`src/rtl/gpio_pkg.sv`:
```
package gpio_pkg;
  localparam int GPIO_ADDR_W = 3;

  typedef enum logic [GPIO_ADDR_W-1:0] {
    SEL_IN   = 3'd0,
    SEL_OUT  = 3'd1,
    SEL_DIR  = 3'd2,
    SEL_EDGE = 3'd3,
    SEL_MASK = 3'd4,
    SEL_STAT = 3'd5,
    SEL_PIN  = 3'd6,
    SEL_NONE = 3'd7
  } regSel_e;

  typedef struct packed {
    logic    wrOut;
    logic    wrDir;
    logic    wrEdge;
    logic    wrMask;
    logic    wrStat;
    logic    wrPin;
    logic    rdStrobe;
    regSel_e rdSel;
  } gpioStrb_t;
endpackage

```
`src/rtl/gpio_ctrl.sv`:
```
module gpio_ctrl
  import gpio_pkg::*;
(
  input  logic                   clk,
  input  logic                   rstN,
  input  logic [GPIO_ADDR_W-1:0] busAddr,
  input  logic                   wrEn,
  input  logic                   rdEn,
  output gpioStrb_t              strb
);
  regSel_e sel;
  assign sel = regSel_e'(busAddr);

  always_comb begin
    strb          = '0;
    strb.rdSel    = sel;
    strb.rdStrobe = rdEn;
    if (wrEn) begin
      case (sel)
        SEL_OUT:  strb.wrOut  = 1'b1;
        SEL_DIR:  strb.wrDir  = 1'b1;
        SEL_EDGE: strb.wrEdge = 1'b1;
        SEL_MASK: strb.wrMask = 1'b1;
        SEL_STAT: strb.wrStat = 1'b1;
        SEL_PIN:  strb.wrPin  = 1'b1;
        default:  ;
      endcase
    end
  end

  // writes to the unmapped word and the read-only word raise no strobe
  p_dead_write_r10: assert property (@(posedge clk) disable iff (!rstN)
    (wrEn && (busAddr == 3'd7 || busAddr == 3'd0)) |->
      !(strb.wrOut | strb.wrDir | strb.wrEdge | strb.wrMask | strb.wrStat | strb.wrPin));

  p_one_strobe_r10: assert property (@(posedge clk) disable iff (!rstN)
    $onehot0({strb.wrOut, strb.wrDir, strb.wrEdge, strb.wrMask, strb.wrStat, strb.wrPin}));
endmodule

```
`src/rtl/gpio_datapath.sv`:
```
module gpio_datapath
  import gpio_pkg::*;
#(
  parameter int LINES       = 16,
  parameter int SYNC_STAGES = 2
) (
  input  logic             clk,
  input  logic             rstN,
  input  gpioStrb_t        strb,
  input  logic [LINES-1:0] wrData,
  input  logic [LINES-1:0] pinIn,
  output logic [LINES-1:0] rdData,
  output logic [LINES-1:0] padOut,
  output logic [LINES-1:0] padOe,
  output logic             irqOut
);
  localparam int LAST = SYNC_STAGES - 1;
  localparam logic [LINES-1:0] ONES = '1;

  logic [LINES-1:0] syncPipe [SYNC_STAGES];
  logic [LINES-1:0] prevIn;
  logic [LINES-1:0] outReg, dirReg, edgeReg, maskReg, statReg, pinReg;
  logic [LINES-1:0] riseEvt, fallEvt, edgeEvt;
  logic [LINES-1:0] rdMux;

  // synchroniser chain
  always_ff @(posedge clk) begin
    if (!rstN) syncPipe[0] <= '0;
    else       syncPipe[0] <= pinIn;
  end
  for (genvar s = 1; s < SYNC_STAGES; s++) begin : g_sync
    always_ff @(posedge clk) begin
      if (!rstN) syncPipe[s] <= '0;
      else       syncPipe[s] <= syncPipe[s-1];
    end
  end

  always_ff @(posedge clk) begin
    if (!rstN) prevIn <= '0;
    else       prevIn <= syncPipe[LAST];
  end

  assign riseEvt = syncPipe[LAST] & ~prevIn;
  assign fallEvt = ~syncPipe[LAST] & prevIn;
  assign edgeEvt = dirReg & ~maskReg & ((edgeReg & riseEvt) | (~edgeReg & fallEvt));

  // configuration registers
  always_ff @(posedge clk) begin
    if (!rstN) begin
      outReg  <= ONES;
      dirReg  <= ONES;
      edgeReg <= ONES;
      maskReg <= ONES;
      pinReg  <= ONES;
    end else begin
      if (strb.wrOut)  outReg  <= wrData;
      if (strb.wrDir)  dirReg  <= wrData;
      if (strb.wrEdge) edgeReg <= wrData;
      if (strb.wrMask) maskReg <= wrData;
      if (strb.wrPin)  pinReg  <= wrData;
    end
  end

  // sticky status, new event wins over clear
  always_ff @(posedge clk) begin
    if (!rstN) statReg <= '0;
    else       statReg <= (statReg & ~(strb.wrStat ? wrData : '0)) | edgeEvt;
  end

  always_ff @(posedge clk) begin
    if (!rstN) irqOut <= 1'b0;
    else       irqOut <= |statReg;
  end

  assign padOut = outReg & ~dirReg;
  assign padOe  = ~dirReg;

  always_comb begin
    case (strb.rdSel)
      SEL_IN:   rdMux = syncPipe[LAST] & pinReg;
      SEL_OUT:  rdMux = outReg;
      SEL_DIR:  rdMux = dirReg;
      SEL_EDGE: rdMux = edgeReg;
      SEL_MASK: rdMux = maskReg;
      SEL_STAT: rdMux = statReg;
      SEL_PIN:  rdMux = pinReg;
      default:  rdMux = '0;
    endcase
  end

  always_ff @(posedge clk) begin
    if (!rstN)              rdData <= '0;
    else if (strb.rdStrobe) rdData <= rdMux;
  end

  // newly set status bits only on unmasked input lines
  p_legal_set_r5: assert property (@(posedge clk) disable iff (!rstN)
    1'b1 |=> ((statReg & ~$past(statReg) & ~$past(dirReg & ~maskReg)) == '0));

  // bits written as one are clear afterwards unless an event hit them
  p_w1c_r6: assert property (@(posedge clk) disable iff (!rstN)
    strb.wrStat |=> ((statReg & $past(wrData & ~edgeEvt)) == '0));

  // interrupt follows the status vector by one cycle
  p_irq_high_r7: assert property (@(posedge clk) disable iff (!rstN)
    (|statReg) |=> irqOut);
  p_irq_low_r7: assert property (@(posedge clk) disable iff (!rstN)
    (statReg == '0) |=> !irqOut);

  // output data only moves on its own strobe
  p_out_hold_r10: assert property (@(posedge clk) disable iff (!rstN)
    !strb.wrOut |=> $stable(outReg));
endmodule

```
`src/rtl/edge_irq_gpio.sv`:
```
module edge_irq_gpio
  import gpio_pkg::*;
#(
  parameter int LINES       = 16,
  parameter int SYNC_STAGES = 2
) (
  input  logic                   clk,
  input  logic                   rstN,
  input  logic [GPIO_ADDR_W-1:0] busAddr,
  input  logic                   wrEn,
  input  logic                   rdEn,
  input  logic [LINES-1:0]       wrData,
  output logic [LINES-1:0]       rdData,
  input  logic [LINES-1:0]       pinIn,
  output logic [LINES-1:0]       padOut,
  output logic [LINES-1:0]       padOe,
  output logic                   irqOut
);
  gpioStrb_t strb;

  gpio_ctrl ctrl_i (
    .clk     (clk),
    .rstN    (rstN),
    .busAddr (busAddr),
    .wrEn    (wrEn),
    .rdEn    (rdEn),
    .strb    (strb)
  );

  gpio_datapath #(
    .LINES       (LINES),
    .SYNC_STAGES (SYNC_STAGES)
  ) dp_i (
    .clk    (clk),
    .rstN   (rstN),
    .strb   (strb),
    .wrData (wrData),
    .pinIn  (pinIn),
    .rdData (rdData),
    .padOut (padOut),
    .padOe  (padOe),
    .irqOut (irqOut)
  );
endmodule

```
`config.mk`:
```
export PLATFORM = sky130hd
export DESIGN_NAME = edge_irq_gpio
export DESIGN_NICKNAME = d
export VERILOG_FILES = /design/src/rtl/gpio_pkg.sv /design/src/rtl/gpio_ctrl.sv /design/src/rtl/gpio_datapath.sv /design/src/rtl/edge_irq_gpio.sv
export SDC_FILE = /design/constraint.sdc
export NUM_CORES = 1
export LEC_CHECK = 0
export ABC_AREA = 0
export ABC_CLOCK_PERIOD_IN_PS = 1400
export CAP_MARGIN = 40
export CORE_ASPECT_RATIO = 0.7
export CORE_MARGIN = 2
export CORE_UTILIZATION = 55
export CTS_CLUSTER_DIAMETER = 30
export DETAILED_ROUTE_END_ITERATION = 16
export HOLD_SLACK_MARGIN = 0.06
export PLACE_DENSITY = 0.8
export SYNTH_ARGS = -nofsm -noshare
export SYNTH_HDL_FRONTEND = slang
export SYNTH_SLANG_ARGS = --single-unit
export TNS_END_PERCENT = 5
```
`constraint.sdc`:
```
create_clock -name clk -period 1.4 [get_ports clk]
set_input_delay 0.28 -clock clk [delete_from_list [all_inputs] [get_ports clk]]
set_output_delay 0.28 -clock clk [all_outputs]
set_load 0.02 [all_outputs]
```
Yosys cells after proc, flatten, opt, wreduce, memory -nomap -nowiden
Memory sizes are Yosys's and may differ from the RTL's.
Cells that the tools add are included.
- flip-flop bits (word level): 129
- memory bits (writable): 32
- input bits: 39
- output and inout bits: 49
- word-level logic and storage cells: 50
- memories: 1
- memory list (memory ; depth ; bits a word ; rd ports ; clocked after Yosys merged registers in ; wr ports ; line ; source):
    dp_i.syncPipe ; 2 ; 16 ; 2 ; 0 ; 2 ; gpio_datapath.sv:20 ; logic [LINES-1:0] syncPipe [SYNC_STAGES];
- equality and inequality tests: 6
- mux-type cells: 13
- bitwise logic cells: 19
- reductions and logical operators: 2
- operators with widths (kind ; count):
    $and 16x16->16 ; 9
    $pmux 16 s7 ; 1
    $not 16->16 ; 6
    $mux 16 ; 3
    $or 16x16->16 ; 2
    $reduce_or 16->1 ; 1
    $eq 3x3->1 const B ; 3
    $mux 1 ; 8
    $eq 3x2->1 const B ; 2
    $mux 6 ; 1
    $eq 3x1->1 const B ; 1
    $logic_not 3->1 ; 1
    $or 1x1->1 ; 2

Depth between registers and ports, before layout
Gate-level depths: netlist of run 1.
- word-level depth: 7
- mapped depth: 7
- gate-level depth less buffers: 4

Modules after synthesis
A second synthesis of run 1 with hierarchy kept.
- cells, all modules: 735
- area total of the unflattened synthesis: 6794.0 um2
- modules (own cells, without submodules) (module ; times used ; cells each ; area each (um2)):
    gpio_datapath ; 1 ; 725 ; 6693.9
    gpio_ctrl ; 1 ; 10 ; 100.1

Least setup slack after synthesis of run 1
Ideal clock, no wire load.
- path kind: input -> register
- start: input port busAddr[2]
- end: register dp_i.rdData[10]
- setup time: 0.116 ns
- arrival time: 1.217 ns
- setup slack: 0.067 ns
- stages on the path: 6
- buffers on the path: 2
- cells stage by stage: buf_6 -> buf_6 -> mux2_2 -> a21oi_1 -> o221ai_1 -> o211a_1
- word-level cells in the longest chain between the ends: 2
- RTL lines (element ; line ; source):
    start: declaration ; edge_irq_gpio.sv:9 ; input logic [GPIO_ADDR_W-1:0] busAddr,
    $eq 3x3->1, or another cell as far along ; gpio_datapath.sv:79 ; case (strb.rdSel)
    $pmux 16 s7 * ; gpio_datapath.sv:79 ;
    end signal: assignment ; gpio_datapath.sv:93 ; else if (strb.rdStrobe) rdData <= rdMux;
    end: declaration ; gpio_datapath.sv:12 ; output logic [LINES-1:0] rdData,
Every way passes the cells marked *; elsewhere a longest branch is shown, timed or not.
A chain may end at the register's enable or synchronous reset.

Worst setup path after layout of run 1
- start: register dp_i.dirReg[7]
- end: output port padOe[7]
- word-level cells in the longest chain between the ends: 1
- RTL lines (element ; line ; source):
    start: declaration ; gpio_datapath.sv:22 ; logic [LINES-1:0] outReg, dirReg, edgeReg, maskReg, statReg, pinReg;
    start signal: assignment ; gpio_datapath.sv:57 ; if (strb.wrDir) dirReg <= wrData;
    $not 16->16 ; gpio_datapath.sv:76 ; assign padOe = ~dirReg;
    end: declaration ; edge_irq_gpio.sv:16 ; output logic [LINES-1:0] padOe,
Every way passes these cells.

==> results.ini, run 1 <==
[run_status]
status = finished with violations
violations = setup timing

[synth]
synth.top_cell.area_share = 0.480
synth-warning-count = 0
yosys.area.top_type = dfxtp_1
synthCells = 775
seq_area_frac_synth = 0.480
synth.distinct_cells = 45
synth_ff_type = dfxtp_1
synthTopCellsByArea = dfxtp_1 48%, nand2_1 9.8%, and2_1 4.7%
ys_ff_latch = 161
synth_nets = 814
yosysMostFrequentCell = nand2_1
avgSynthCellArea_um2 = 8.66
syn_area_um2 = 6710
synthArstFlopShare = 0
netlist_top_cells_count = 175 x nand2_1, 161 x dfxtp_1, 50 x and2_1
synth_edf_count = 0

[clock_network]
h-tree-depth = 4
cts.reportedPaths.clkPinSlew_ns = 0.07
numCtsBuffers = 17
cts_sinks = 161
clock_latency_ns = 0.42
cts_root_buf = clkbuf_16
cts_tree = yes
hold_buffers = 0
post_cts_buffers = 0
clockBufferDepth = 2

[sta]
setup_slack_ns = -0.0127
worst_slew_pin_slew_ns = 0.545
skew_ns = 0.00816
rsz0062_at_grt = true
fmax_mhz = 708
fin_crit_ns = 1.41
min_period_over_period = 1.01
setup_violations = 2
relSlewSlack = 0.634
slew_viol_final = 0
hold_viol = 0
holdWs_ns = 0.382

[setup_path]
worst_ep_required_time_ns = 1.12
crit_end = padOe[7]
path_cells = inv_1 > clkdlybuf4s15_2
r2r_slack_ns = 0.09
cp.arrival_ns = 1.13
startpoint = dp_i.dirReg[7]
crit_path_max_incr_delay_ns = 0.38
endpoint_kind = primary output
worstPathMaxFanout = 4
cpMaxStageDelayCell = dfxtp_2
r2r_cells = 5
r2r-end = dp_i.rdData[9]
crit_path_start_kind = flop
rr_startpoint = dp_i.outReg[9]
critPathKind = flop to primary output

[flow_run]
drv_cap = 0

[global_route]
grt_pass1_wl_um = 32400
grt-ovfl-total = 0
grt_max_degree = 129
antenna_found_initial = 0
grtUsageTotal = 0.333
grt_pass1_vias = 5812

[final_layout]
nets = 935
drive_above_1_share = 0.207
final_cells = 1066
postLayoutCoreUtil = 0.730
antenna_cells = 0
area_growth_pct = 28.5
fill_cells = 873

[power_and_ir_drop]
p_per_area_nw_per_um2 = 1230
p_leak_nw = 3.83
peakVddDrop_uv = 1070

[floorplanning]
core_area_um2 = 11800
start_util = 0.568
row_count = 33
pin_count = 88
die-area_um2 = 13100
chipWidth_um = 136
die_y_um = 96.4

[routing]
ant_nets = 0
route.detailed.vias_per_inst = 5.96
drt_pass1_iterations = 6
routedWlPerCell_um = 19.8
vias = 6358
drt-total-wl_um = 21100
drc = 0
drt-initial-drc-count = 736

[place]
portBuffers = 87
place_inst = 1034
dp_hpwl_um = 14500
dp_slack_ns = -0.875
routabilityCongestion = 0.976

[worst_hold_path]
hold_class = input port to flop

[registers in the layout (all words and copies together) (netlist names)]
register	flops
dp_i.statReg	16
dp_i.rdData	16
dp_i.maskReg	16
dp_i.pinReg	16
dp_i.syncPipe	32
dp_i.edgeReg	16
dp_i.outReg	16
dp_i.dirReg	16
dp_i.prevIn	16
dp_i.irqOut	1
[worst min-delay path by stage]
stage	end	slack, ns	cells after the start	from
finish	dp_i.pinReg[7]	0.38	3	rstN
global route	dp_i.edgeReg[5]	0.37	3	rstN
CTS	dp_i.pinReg[7]	0.39	3	rstN
detailed placement	dp_i.syncPipe[1][9]	0.42	1	dp_i.syncPipe[0][9]
global placement	dp_i.syncPipe[1][3]	0.41	1	dp_i.syncPipe[0][3]
floorplan	dp_i.edgeReg[0]	0.40	2	wrData[0]
[where the power goes]
part	internal, mW	leakage, nW	switching (mW)
Sequential	4.76	1.31	0.152
Combinational	0.543	2.24	0.658
Clock	2.51	0.274	2.02
Total	7.81	3.83	2.83
[critical path: cells and delay by family, from the launching register on]
kind,cells,cell delay [ns]
buf+inv,2,0.33
flops,1,0.38
[cell type report]
type                            count  area (um^2)  area share
Sequential cell                   161         3250       0.377
Multi-Input combinational cell    531         3140       0.365
Timing Repair Buffer              151         1330       0.154
Clock buffer                       18          429      0.0498
Tap cell                          157          196      0.0228
Clock inverter                     14          144      0.0167
Inverter                           34          128      0.0148
[layer usage]
layer,part of all wire,GRT usage,wire (um)
met5,0,0,0
met4,0.016,0.113,331
met3,0.12,0.0814,2480
met2,0.41,0.479,8690
met1,0.45,0.489,9590
[placed cells by master, fill, tap and decap left out, types with 4 or more instances in the layout]
master	synthesis	routed
nand2_1	175	175
dfxtp_1	161	141
buf_4	3	57
and2_1	50	50
nand3_1	48	48
clkdlybuf4s50_1	0	34
inv_1	32	32
o211ai_1	32	32
buf_2	22	25
a32oi_1	26	24
nor2_1	22	21
nand2b_1	20	19
nor2b_1	20	18
dfxtp_2	0	18
a21oi_1	17	17
clkbuf_16	0	17
o22ai_1	16	16
o21ai_0	15	15
a22oi_1	14	14
o221ai_1	10	10
mux2_2	9	9
o211a_1	9	9
buf_12	1	9
clkdlybuf4s15_2	0	8
clkdlybuf4s15_1	0	7
a31oi_1	6	6
mux2i_1	6	6
mux2_1	6	6
a22o_1	5	5
clkbuf_2	0	5
nor2_4	1	4
nor4_1	4	4
inv_6	0	4
[per-stage QoR]
stage | TNS [ns] | total power, mW | instance area (um^2)
2_1_floorplan | 0 | 5.60 | 6710
5_1_grt | -0.298 | 11.0 | 8620
6_report | -0.0218 | 10.6 | 8620
4_1_cts | -0.208 | 10.6 | 8640
3_3_place_gp | -69.86 | 6.16 | 8070
3_5_place_dp | -73.49 | 6.19 | 8070
[logic make-up after synthesis]
family | share of synthesized area
compound gates | 0.169
mux | 0.0408
simple gates | 0.252
buf+inv | 0.0585
flops | 0.480
[timing repair]
action                                 CTS  global route
endpoints found under the hold margin    0             0
gates cloned                             0             0
setup endpoints to repair              161            97
gates resized for setup                179            42
(Power assumes the default switching activity.)
==> run 2, diff against run 1 <==
Settings changed: PLACE_DENSITY 0.8 to 0.79, SYNTH_HIERARCHICAL from default to 1.
==> run 2 against run 1 <==
  * Via count is 4.2% lower
  * The flow now finishes without violations
  * Total power is 4.3% higher
  * Non-clock buffer count is 2 lower
  * Design area is 2.0% higher
  * Largest cell class unchanged
  * Sequential share of layout area is 0.74 points lower
  * Critical path depth is 1 lower
  * Core utilization is 0.91 points higher
  * Hold slack worse by 0.12 ns
  * Largest power group is now the clock network
  * Register-to-register slack worse by 0.07 ns
  * Global-route usage is 3.7 points lower
  * Sequential cell count stayed put
==> results.ini, run 2 <==
[run_status]
status = completed

[clock_network]
cts_root_buf = clkbuf_16
cts.reportedPaths.clkPinSlew_ns = 0.07
numCtsBuffers = 17
cts_tree = yes
cts_sinks = 161
h-tree-depth = 4
clock_latency_ns = 0.42
clockBufferDepth = 2

[floorplanning]
pin_count = 88
core_area_um2 = 11900
die_y_um = 97.0
start_util = 0.571
row_count = 33
chipWidth_um = 137
die-area_um2 = 13300

[routing]
drt-initial-drc-count = 760
drc = 0
wl_met3_um = 2110
vias = 6093
route.detailed.vias_per_inst = 5.95
drt-total-wl_um = 19600
wl_met2_um = 8750
drt_pass1_iterations = 5
top_layer = met4
ant_nets = 0
wl_met1_um = 8320
routedWlPerCell_um = 19.1

[sta]
holdWs_ns = 0.263
fmax_mhz = 722
relSlewSlack = 0.730
rsz0062_at_grt = true
min_period_over_period = 0.990
skew_ns = 0.00750
slew_viol_final = 0
hold_viol = 0
fin_crit_ns = 1.39
worst_slew_pin_slew_ns = 0.405
setup_violations = 0

[global_route]
antenna_found_initial = 0
grt_pass1_wl_um = 30500
grt-ovfl-total = 0
grtUsageTotal = 0.296
grt_max_degree = 61
grt_pass1_vias = 5768

[setup_path]
r2r-end = dp_i/rdData[7]
worst_ep_required_time_ns = 1.12
cp_num_cells = 1
critPathTopFamily = flip-flops
startpoint = dp_i/rdData[1]
path_cells = clkdlybuf4s15_1
cp.arrival_ns = 1.11
worstPathMaxFanout = 2
cpMaxStageDelayCell = dfxtp_1
endpoint_kind = primary output
path_buf_inv = 1
crit_path_start_kind = flop
crit_path_max_incr_delay_ns = 0.37
r2r_slack_ns = 0.02
critPathKind = flop to primary output
crit_end = rdData[1]
r2r_cells = 5
rr_startpoint = dp_i/dirReg[7]

[synth]
synth_xor_area_frac = 0
yosys.area.top_type = dfxtp_1
synth.distinct_cells = 39
synth_top_family_by_area = simple AND/OR/NAND/NOR gates
synth_compound_area_frac = 0.178
synthTopCellsByArea = dfxtp_1 47%, mux2i_1 7.8%, nand2_1 7.6%
synth_ff_type = dfxtp_1
synthMuxAreaShare = 0.0980
syn_area_um2 = 6790
synth.top_cell.area_share = 0.474
avgSynthCellArea_um2 = 9.24
synthSimpleGateAreaFrac = 0.187
yosysMostFrequentCell = dfxtp_1
synth-warning-count = 6
seq_area_frac_synth = 0.474
synthCells = 735
synth_nets = 774
synth_adder_area_share = 0
netlist_top_cells_count = 161 x dfxtp_1, 138 x nand2_1, 53 x mux2i_1
synth_edf_count = 0
synthArstFlopShare = 0
ys_ff_latch = 161

[flow_run]
drv_cap = 0

[place]
dp_hpwl_um = 13300
portBuffers = 87
routabilityCongestion = 0.905

[final_layout]
nets = 893
final_cell_mix = 140 x dfxtp_1, 138 x nand2_1, 54 x buf_4, 51 x mux2i_1, 49 x and2_1
postLayoutCoreUtil = 0.739
register_area_um2 = 3250
multi_input_area_um2 = 3190
final_common_cell = dfxtp_1
regMostFlops = dp_i/syncPipe
fill_cells = 833
drive_above_1_share = 0.243
antenna_cells = 0
area_growth_pct = 29.4
largest_reg_flops = 32

[power_and_ir_drop]
pwr-share-seq = 0.440
combPwrFrac = 0.106
p_switching_mw = 2.75
swShare = 0.248
peakVddDrop_uv = 1120
p_int_mw = 8.34
pwr-share-clk = 0.454
p_per_area_nw_per_um2 = 1260
p_leak_nw = 3.55

[worst_hold_path]
hold_class = input port to flop

==> run 2: how the worst min path moves through the flow <==
| stage | cells past startpoint | startpoint | slack, ns | to |
|---|---|---|---|---|
| after global placement | 1 | dp_i/syncPipe[0][11] | 0.42 | dp_i/syncPipe[1][11] |
| after floorplan | 2 | wrData[10] | 0.41 | dp_i/dirReg[10] |
| final | 3 | rstN | 0.26 | dp_i/outReg[0] |
| after detailed placement | 1 | dp_i/syncPipe[0][15] | 0.42 | dp_i/syncPipe[1][15] |
| after global routing | 3 | rstN | 0.28 | dp_i/edgeReg[0] |
| after CTS | 3 | rstN | 0.26 | dp_i/edgeReg[0] |
==> run 2: cells by family (layout without fill, tap and decap cells) <==
family	Yosys count	in the layout
AND/OR/NAND/NOR	255	256
buffers and inverters	93	224
multiplexers	65	65
flip-flops	161	161
AO/OA/AOI/OAI	161	161
==> run 2: metal layers <==
layer,up-vias,track usage
met2,373,0.442
met5,-,0
li1,2807,-
met3,48,0.0697
met4,0,0.108
met1,2865,0.417
==> run 2: timing repair <==
item                       CTS  global route
gates resized for setup    174            51
setup endpoints to repair   66            65
buffers inserted             0             2
hold buffers                 0             0
pin swaps                    3             7
cloned                       0             2
==> run 2: power groups by stage <==
stage	logic (mW)	registers, mW	clock network (mW)
2_1_floorplan	0.615	4.96	0
3_3_place_gp	1.12	4.96	0
3_5_place_dp	1.16	4.96	0
4_1_cts	1.14	4.87	5.07
5_1_grt	1.26	4.89	5.30
6_report	1.18	4.88	5.04
==> run 2: area by class of cell <==
type                    count  share of cell area
flip-flops and latches    161               0.370
repair buffers            149               0.153
clock inverters            15              0.0249
well taps                 157              0.0223
multi-input cells         482               0.363
clock buffers              17              0.0484
inverters                  43              0.0184
==> run 2: through the flow <==
| step | power (mW) | instance area (um^2) | setup TNS, ns | std cells | setup slack [ns] |
|---|---|---|---|---|---|
| global route | 11.4 | 8790 | -0.0689 | 1024 | -0.0178 |
| finish | 11.1 | 8790 | 0 | 1024 | 0.0140 |
| global placement | 6.08 | 8150 | -37.28 | 988 | -0.504 |
| floorplan | 5.58 | 6790 | -0.000382 | 735 | -0.0000958 |
| detailed placement | 6.12 | 8150 | -40.95 | 988 | -0.559 |
| CTS | 11.1 | 8760 | -0.508 | 1020 | -0.134 |
==> run 3, diff against run 2 <==
Settings changed: CELL_PAD_IN_SITES_DETAIL_PLACEMENT from default to 1, CELL_PAD_IN_SITES_GLOBAL_PLACEMENT from default to 2, CORE_UTILIZATION 55 to 34, PLACE_DENSITY 0.79 to default, PLACE_DENSITY_LB_ADDON from default to 0.1.
==> run 3 against run 2 <==
  * Non-clock buffer count increased by 17
  * Hold slack worse by 0.012 ns
  * Sequential power about the same
  * Fmax grew 1.3%
  * Wire length up 12%
  * Count of clock-buffer cells in the layout stayed put
  * Cell count grew 13%
  * Register-to-register slack improved by 0.02 ns
  * Via count is 3.8% lower
  * Clock power shrank 10%
  * Critical path type unchanged
  * Critical endpoint is now padOut[5]
==> results.ini, run 3 (synthesized netlist as in run 2, its figures left out) <==
[run_status]
status = completed

[setup_path]
critPathKind = flop to primary output
critPathTopFamily = flip-flops
crit_path_start_kind = flop
worst_ep_required_time_ns = 1.12
crit_path_max_incr_delay_ns = 0.33
cpMaxStageDelayCell = dfxtp_1
endpoint_kind = primary output
path_buf_inv = 1
worstPathMaxFanout = 2
cp.arrival_ns = 1.09
path_cells = nor2b_1 > buf_4

[final_layout]
regMostFlops = dp_i/syncPipe
final_cell_mix = 138 x nand2_1, 138 x dfxtp_1, 71 x buf_4, 52 x mux2i_1, 49 x and2_1
final_cells = 1153
nets = 909
area_growth_pct = 32.6
largest_reg_flops = 32
drive_above_1_share = 0.264
antenna_cells = 0

[routing]
drt-initial-drc-count = 365
drt_pass1_iterations = 5
vias = 5859
routedWlPerCell_um = 19.0
route.detailed.vias_per_inst = 5.08
ant_nets = 0
drt-total-wl_um = 21900
drc = 0

[global_route]
grt_max_degree = 72
grtUsageTotal = 0.211
grt_pass1_vias = 5984
antenna_found_initial = 0
grt_pass1_wl_um = 34200
grt-ovfl-total = 0

[place]
routabilityCongestion = 0.834
dp_slack_ns = -0.585
portBuffers = 87
dp_hpwl_um = 15900
place_inst = 1116

[sta]
holdWs_ns = 0.252
worst_slew_pin_slew_ns = 0.458
skew_ns = 0.0105
rsz0062_at_grt = true
relSlewSlack = 0.692
fin_crit_ns = 1.37
setup_violations = 0
min_period_over_period = 0.978
fmax_mhz = 731
tns_ns = 0
setup_slack_ns = 0.0312
slew_viol_final = 0
hold_viol = 0

[clock_network]
clock_latency_ns = 0.43
clockBufferDepth = 2
cts_tree = yes
h-tree-depth = 4
cts_root_buf = clkbuf_16
numCtsBuffers = 17
cts_sinks = 161
cts.reportedPaths.clkPinSlew_ns = 0.07

[floorplanning]
start_util = 0.345
core_area_um2 = 19700
die-area_um2 = 21100
die_y_um = 122
chipWidth_um = 173
pin_count = 88
row_count = 43

[power_and_ir_drop]
p_leak_nw = 3.63
p_per_area_nw_per_um2 = 1180
peakVddDrop_uv = 817
total_power_mw = 10.6

[flow_run]
drv_cap = 0

[worst_hold_path]
hold_class = input port to flop

-- run 3: changes by cell type in the layout (fill, tap and decap cells not counted), moves of 3 or more --
cell / previous run / this run
buf_4: 54 / 71
inv_8: 2 / 5
nor2b_1: 17 / 11
bufinv_16: 4 / 0
o21ai_1: 2 / 8
dfxtp_2: 20 / 23
o21ai_0: 24 / 18
nor2b_2: 2 / 7
-- run 3: cell type report --
type	count	area (um^2)
fillers	2256	10700
flip-flops and latches	161	3250
multi-input cells	481	3180
repair buffers	166	1500
clock buffers	17	425
well taps	270	338
inverters	43	161
clock inverters	15	145
-- run 3: power by group --
group          internal (mW)  switching, mW
Sequential              4.74          0.125
Clock                   2.37           2.16
Combinational          0.591          0.650
Total                   7.70           2.93
-- run 3: worst min-delay path, cell delays in order --
cell	delay, ns
buf_4	0.14
buf_4	0.17
nand2_1	0.05
-- run 3: path summary, 6_finish.rpt --
kind                  startpoint             endpoint  slack [ns]  cells after the start
max               dp_i/outReg[5]            padOut[5]        0.03                      2
min                         rstN      dp_i/outReg[14]        0.25                      3
max reg2reg     dp_i/edgeReg[15]      dp_i/rdData[15]        0.04                      4
min reg2reg  dp_i/syncPipe[0][1]  dp_i/syncPipe[1][1]        0.44                      1
-- run 3: stage by stage --
stage          utilization  instance area (um^2)
6_report             0.457                  9010
5_1_grt              0.457                  9010
4_1_cts              0.455                  8960
3_5_place_dp         0.428                  8420
3_3_place_gp         0.428                  8420
2_1_floorplan            -                  6790
-- run 3: what timing repair did --
item / 4_1_cts / 5_1_grt
setup endpoints to repair: 98 / 93
gates resized for setup: 201 / 45
setup buffers: 0 / 4
cloned: 0 / 1
pin swaps: 5 / 6
hold buffers: 0 / 0
-- run 3: metal layers --
| metal | wire length (um) | part of all wire | vias up | track usage |
|---|---|---|---|---|
| met4 | 344 | 0.016 | 0 | 0.0646 |
| li1 | - | - | 2838 | - |
| met2 | 9260 | 0.42 | 128 | 0.319 |
| met3 | 900 | 0.041 | 26 | 0.0369 |
| met1 | 11400 | 0.52 | 2867 | 0.306 |
| met5 | 0 | 0 | - | 0 |
